===== config.mk =====
export PLATFORM = sky130hd
export DESIGN_NAME = lat_pipe_top
export DESIGN_NICKNAME = d
export VERILOG_FILES = /design/src/rtl/lat_pkg.sv /design/src/rtl/lat_mode_reg.sv /design/src/rtl/lat_token_line.sv /design/src/rtl/lat_pipe_top.sv
export SDC_FILE = /design/constraint.sdc
export NUM_CORES = 1
export LEC_CHECK = 0
export BUFFER_PORTS_ARGS = -buffer_cell sky130_fd_sc_hd__buf_2
export CAP_MARGIN = 20
export CORE_UTILIZATION = 45
export CTS_CLUSTER_SIZE = 40
export DETAILED_ROUTE_END_ITERATION = 12
export HOLD_SLACK_MARGIN = 0.08
export PLACE_DENSITY = 0.59
export RECOVER_POWER = 50
export SLEW_MARGIN = 40
export SYNTH_ARGS = -nofsm -noshare
export SYNTH_HDL_FRONTEND = slang
export SYNTH_SLANG_ARGS = --single-unit

===== constraint.sdc =====
create_clock -name clk -period 6.9 [get_ports clk]
set_input_delay 1.38 -clock clk [delete_from_list [all_inputs] [get_ports clk]]
set_output_delay 1.38 -clock clk [all_outputs]
set_load 0.05 [all_outputs]

===== src/rtl/lat_pkg.sv =====
package lat_pkg;
  localparam int FIELD_W   = 3;
  localparam int LAT_W     = 4;
  localparam int CL_MIN    = 3;
  localparam int CL_MAX    = 5;
  localparam int AL_MAX    = 4;
  localparam int BURST_CLK = 4;
  localparam int RL_MAX    = CL_MAX + AL_MAX;
  localparam int LINE_DEPTH = RL_MAX + BURST_CLK;
endpackage


===== src/rtl/lat_mode_reg.sv =====
module lat_mode_reg #(
  parameter int FIELD_W = lat_pkg::FIELD_W,
  parameter int CL_MIN  = lat_pkg::CL_MIN,
  parameter int CL_MAX  = lat_pkg::CL_MAX,
  parameter int AL_MAX  = lat_pkg::AL_MAX
) (
  input  logic               clk,
  input  logic               rst_n,
  input  logic               load,
  input  logic [FIELD_W-1:0] cl_in,
  input  logic [FIELD_W-1:0] al_in,
  input  logic               busy,
  output logic [FIELD_W-1:0] cl_q,
  output logic [FIELD_W-1:0] al_q,
  output logic               invalid_q,
  output logic               reject_q
);
  localparam logic [FIELD_W-1:0] CL_LO = FIELD_W'(CL_MIN);
  localparam logic [FIELD_W-1:0] CL_HI = FIELD_W'(CL_MAX);
  localparam logic [FIELD_W-1:0] AL_HI = FIELD_W'(AL_MAX);

  logic [FIELD_W-1:0] cl_fix, al_fix;
  logic               bad;

  always_comb begin
    cl_fix = cl_in;
    if (cl_in < CL_LO) cl_fix = CL_LO;
    else if (cl_in > CL_HI) cl_fix = CL_HI;
    al_fix = (al_in > AL_HI) ? AL_HI : al_in;
    bad    = (cl_in < CL_LO) || (cl_in > CL_HI) || (al_in > AL_HI);
  end

  always_ff @(posedge clk) begin
    if (!rst_n) begin
      cl_q      <= CL_LO;
      al_q      <= '0;
      invalid_q <= 1'b0;
      reject_q  <= 1'b0;
    end else if (load) begin
      if (busy) begin
        reject_q <= 1'b1;
      end else begin
        cl_q      <= cl_fix;
        al_q      <= al_fix;
        invalid_q <= bad;
      end
    end
  end
endmodule


===== src/rtl/lat_token_line.sv =====
module lat_token_line #(
  parameter int DEPTH = lat_pkg::LINE_DEPTH,
  parameter int LAT_W = lat_pkg::LAT_W,
  parameter int WIN   = lat_pkg::BURST_CLK
) (
  input  logic             clk,
  input  logic             rst_n,
  input  logic             push,
  input  logic [LAT_W-1:0] lat,
  output logic             win_en,
  output logic             live
);
  logic [DEPTH-1:0] stage;

  always_ff @(posedge clk) begin
    if (!rst_n) stage <= '0;
    else        stage <= {stage[DEPTH-2:0], push};
  end

  always_comb begin
    win_en = 1'b0;
    live   = 1'b0;
    for (int j = 0; j < DEPTH; j++) begin
      if (stage[j] && (j >= int'(lat)) && (j < int'(lat) + WIN)) win_en = 1'b1;
      if (stage[j] && (j < int'(lat) + WIN)) live = 1'b1;
    end
  end
endmodule


===== src/rtl/lat_pipe_top.sv =====
module lat_pipe_top #(
  parameter int FIELD_W = lat_pkg::FIELD_W,
  parameter int LAT_W   = lat_pkg::LAT_W,
  parameter int DEPTH   = lat_pkg::LINE_DEPTH,
  parameter int WIN     = lat_pkg::BURST_CLK
) (
  input  logic               clk,
  input  logic               rst_n,
  input  logic               rd_cmd,
  input  logic               wr_cmd,
  input  logic               mode_load,
  input  logic [FIELD_W-1:0] mode_cl,
  input  logic [FIELD_W-1:0] mode_al,
  output logic               rd_data_en,
  output logic               wr_data_en,
  output logic               cfg_reject_err,
  output logic               cfg_invalid
);
  logic [FIELD_W-1:0] cl_q, al_q;
  logic [LAT_W-1:0]   rd_lat, wr_lat;
  logic               rd_live, wr_live, busy;

  assign rd_lat = LAT_W'(cl_q) + LAT_W'(al_q);
  assign wr_lat = rd_lat - LAT_W'(1);
  assign busy   = rd_live | wr_live | rd_cmd | wr_cmd;

  lat_mode_reg #(.FIELD_W(FIELD_W)) i_mode (
    .clk(clk), .rst_n(rst_n), .load(mode_load), .cl_in(mode_cl), .al_in(mode_al),
    .busy(busy), .cl_q(cl_q), .al_q(al_q), .invalid_q(cfg_invalid),
    .reject_q(cfg_reject_err)
  );

  lat_token_line #(.DEPTH(DEPTH), .LAT_W(LAT_W), .WIN(WIN)) i_rd_line (
    .clk(clk), .rst_n(rst_n), .push(rd_cmd), .lat(rd_lat),
    .win_en(rd_data_en), .live(rd_live)
  );

  lat_token_line #(.DEPTH(DEPTH), .LAT_W(LAT_W), .WIN(WIN)) i_wr_line (
    .clk(clk), .rst_n(rst_n), .push(wr_cmd), .lat(wr_lat),
    .win_en(wr_data_en), .live(wr_live)
  );
endmodule


==> key figures <==
Drt
  – Routed Antenna Nets: 0
  – DRT Pass-1 Iters: 4
  – Routed vias: 1555
  – WL/cell: 14.06 um
  – Drt total wl: 4035 um
  – DR vias/cell: 5.418
  – Drt drc: 0
  – DR iter-0 viols: 54

Clocking
  – Post-CTS resize count: 0
  – Num CTS Buffers: 5
  – Clk slew on worst S/H paths: 0.07 ns
  – CTS Root Cell: clkbuf_8
  – Post-CTS setup buffers: 0
  – Cts hold-fix bufs: 0
  – TritonCTS clock tree: yes
  – CTS Sinks: 34
  – Clk buf depth: 2
  – CTS H-tree depth: 2
  – Skew-Pair Late Insertion Delay: 0.28 ns

Final layout
  – FF/Latch Area: 680.7 um2
  – Area Growth Syn to Fin: 9.455%
  – Nets: 271
  – Layout cells sized above 1: 15.32%
  – Footprint of the multi-input gates: 1287 um2
  – Most frequent cells in the layout: dfxtp_1 (34), ha_1 (25), and2_1 (18), nand2_1 (17), inv_1 (14)
  – Ant. Diodes: 0
  – Commonest non-fill, non-tap cell in the layout: dfxtp_1
  – Fill cells: 432

Yosys
  – Synth Net Count: 255
  – Largest area contributor in the synthesized netlist: dfxtp_1
  – Number of unique standard cell types used by synthesis: 55
  – Top_reg_cell synth: dfxtp_1
  – Yosys top cell area share: 32.97%
  – Synth area leaders: dfxtp_1 (33%), ha_1 (15%), and2_1 (7.9%)
  – Yosys reg bits: 34
  – Post-Syn Instances: 218
  – Post-synth ARST share: 0%
  – Syn Std Cell Area: 2064 um2
  – Synthesis Warnings: 0
  – Sequential share of the synthesized area: 32.97%
  – Avg Inst Size Synth: 9.470 um2
  – Post-synth EDFFs: 0

Worst hold path
  – Hold Path Sink: i_rd_line.stage[7]
  – Depth of the worst hold-timing path: 1
  – Hold WC Path Type: flip-flop to flip-flop
  – Hold_sp: i_rd_line.stage[6]

Setup path
  – Req. time, crit path: 5.52 ns
  – Worst flop-to-flop path startpoint: i_mode.cl_q[0]
  – CP Max Fanout: 7
  – Setup Crit Path Kind: flip-flop to output pin
  – Crit path DAT: 4.17 ns
  – Crit end category: output pin
  – Reg2reg end: i_mode.cl_q[1]
  – Startpoint types: flip-flop
  – Reg2reg path depth: 12
  – Reg2reg setup slack: 2.69 ns

Timing
  – Fin Hold WS: 0.4542 ns
  – Clock period minus final worst setup slack: 5.551 ns
  – RSZ-0062 raised after global routing: no
  – Fin crit share: 80.45%
  – Setup TNS Final: 0 ns
  – Peak Freq: 180.2 MHz
  – Fin Clk Skew: 0.005026 ns
  – Endpoints failing setup: 0
  – Worst Tran Pin Value: 1.397 ns
  – Slew headroom: 6.862%
  – Slew Viols, Final: 0
  – Final hold violations: 0

Floorplanning
  – Num rows: 24
  – IO Pins: 15
  – Core ar.: 4384 um2
  – Die X: 69.73 um
  – Initial Util: 47.09%
  – Chip height: 69.73 um
  – Die area: 4862 um2

Place
  – Post-DP HPWL: 3074 um
  – Number of port buffers: 14
  – Gpl congestion: 0.8247

GRT
  – Vias in the first global route: 1571
  – All-layer global routing usage: 18.43%
  – First-pass GRT wire length: 7169 um
  – Largest net degree at the start of global routing: 41
  – Initial antenna violation count: 0
  – Grt ovf: 0

Pwr
  – LEAKAGE: 0.0009940 uW
  – Power Density: 175.5 nW/um2
  – Max VDD drop: 117.5 uV

Outcome
  – Status: finished, final reports clean

Run
  – Max Cap Violations: 0
[cell type report]
| class | instances | area share, % |
|---|---|---|
| clock buffers | 6 | 3.654 |
| clock inverters | 2 | 0.5537 |
| inverters | 16 | 2.769 |
| multi-input cells | 163 | 56.98 |
| flip-flops and latches | 34 | 30.12 |
| well taps | 52 | 2.879 |
| repair buffers | 14 | 3.045 |
[cell families after synthesis]
family | count (synthesis) | share of synthesized area, %
compound gates | 47 | 17.46
buf+inv | 21 | 4.667
simple gates | 80 | 23.51
flops | 34 | 32.97
mux | 7 | 3.636
xor+xnor | 3 | 1.637
fa+ha+maj | 26 | 16.12
[synthesized netlist by cell type, drive strengths merged, types with 2 or more instances]
| master | number |
|---|---|
| dfxtp | 34 |
| and2 | 27 |
| ha | 25 |
| nand2 | 18 |
| inv | 16 |
| o21ai | 11 |
| a21oi | 7 |
| mux2i | 6 |
| o311ai | 6 |
| nand2b | 4 |
| nand3 | 4 |
| nor2 | 4 |
| nor2b | 4 |
| nor3 | 4 |
| o2111ai | 4 |
| clkbuf | 3 |
| nor4 | 3 |
| a211oi | 2 |
| a21o | 2 |
| a221oi | 2 |
| and3b | 2 |
| buf | 2 |
| nand3b | 2 |
| nand4 | 2 |
| o22ai | 2 |
| xnor2 | 2 |
[state kept, by name (all words and copies together), names as in the netlist]
signal	cells
i_mode.al_q	3
i_mode.cl_q	3
i_mode.invalid_q	1
i_mode.reject_q	1
i_rd_line.stage	13
i_wr_line.stage	13
[layer usage]
layer	track usage [%]	up-vias	part of all wire [%]
li1	-	804	-
met1	25.02	707	50
met3	4.797	6	3.9
met4	5.111	0	0.94
met2	29.02	38	45
met5	0	-	0
[critical path, cell delays in order (launching register included)]
cell	delay (ns)
dfxtp_1	0.32
ha_1	0.22
fa_1	0.38
xor2_1	0.46
inv_1	0.26
xnor2_1	0.28
inv_1	0.22
ha_1	0.22
or3b_2	0.47
a21o_1	0.23
a221oi_1	0.23
o22ai_1	0.11
nor3_1	0.15
nand4_1	0.11
buf_2	0.22
[report_power, final]
part / leakage, uW / internal (uW) / switching (uW)
clock: 0.0000472 / 80.1 / 71.4
sequential: 0.000276 / 199 / 2.26
combinational: 0.000671 / 16.1 / 27.4
[stage by stage]
stage | power (uW) | cells | setup WS, ns | util, % | instance area, um2
5_1_grt | 416.1 | 287 | 0.9831 | 51.54 | 2260
3_5_place_dp | 249.4 | 279 | 1.712 | 49.40 | 2166
4_1_cts | 404.7 | 287 | 1.379 | 51.57 | 2261
3_3_place_gp | 249.4 | 279 | 1.794 | 49.40 | 2166
6_report | 396.6 | 287 | 1.349 | 51.54 | 2260
2_1_floorplan | 238.4 | 218 | 1.877 | - | 2064
[worst max-delay path by stage]
stage / from / to / slack, ns
after floorplan: i_mode.cl_q[0] / wr_data_en / 1.88
after global placement: i_mode.cl_q[0] / wr_data_en / 1.79
after detailed placement: i_mode.cl_q[0] / wr_data_en / 1.71
after CTS: i_mode.cl_q[0] / wr_data_en / 1.38
after global routing: i_mode.cl_q[0] / wr_data_en / 0.98
final: i_mode.cl_q[0] / wr_data_en / 1.35
(Power assumes the default switching activity.)
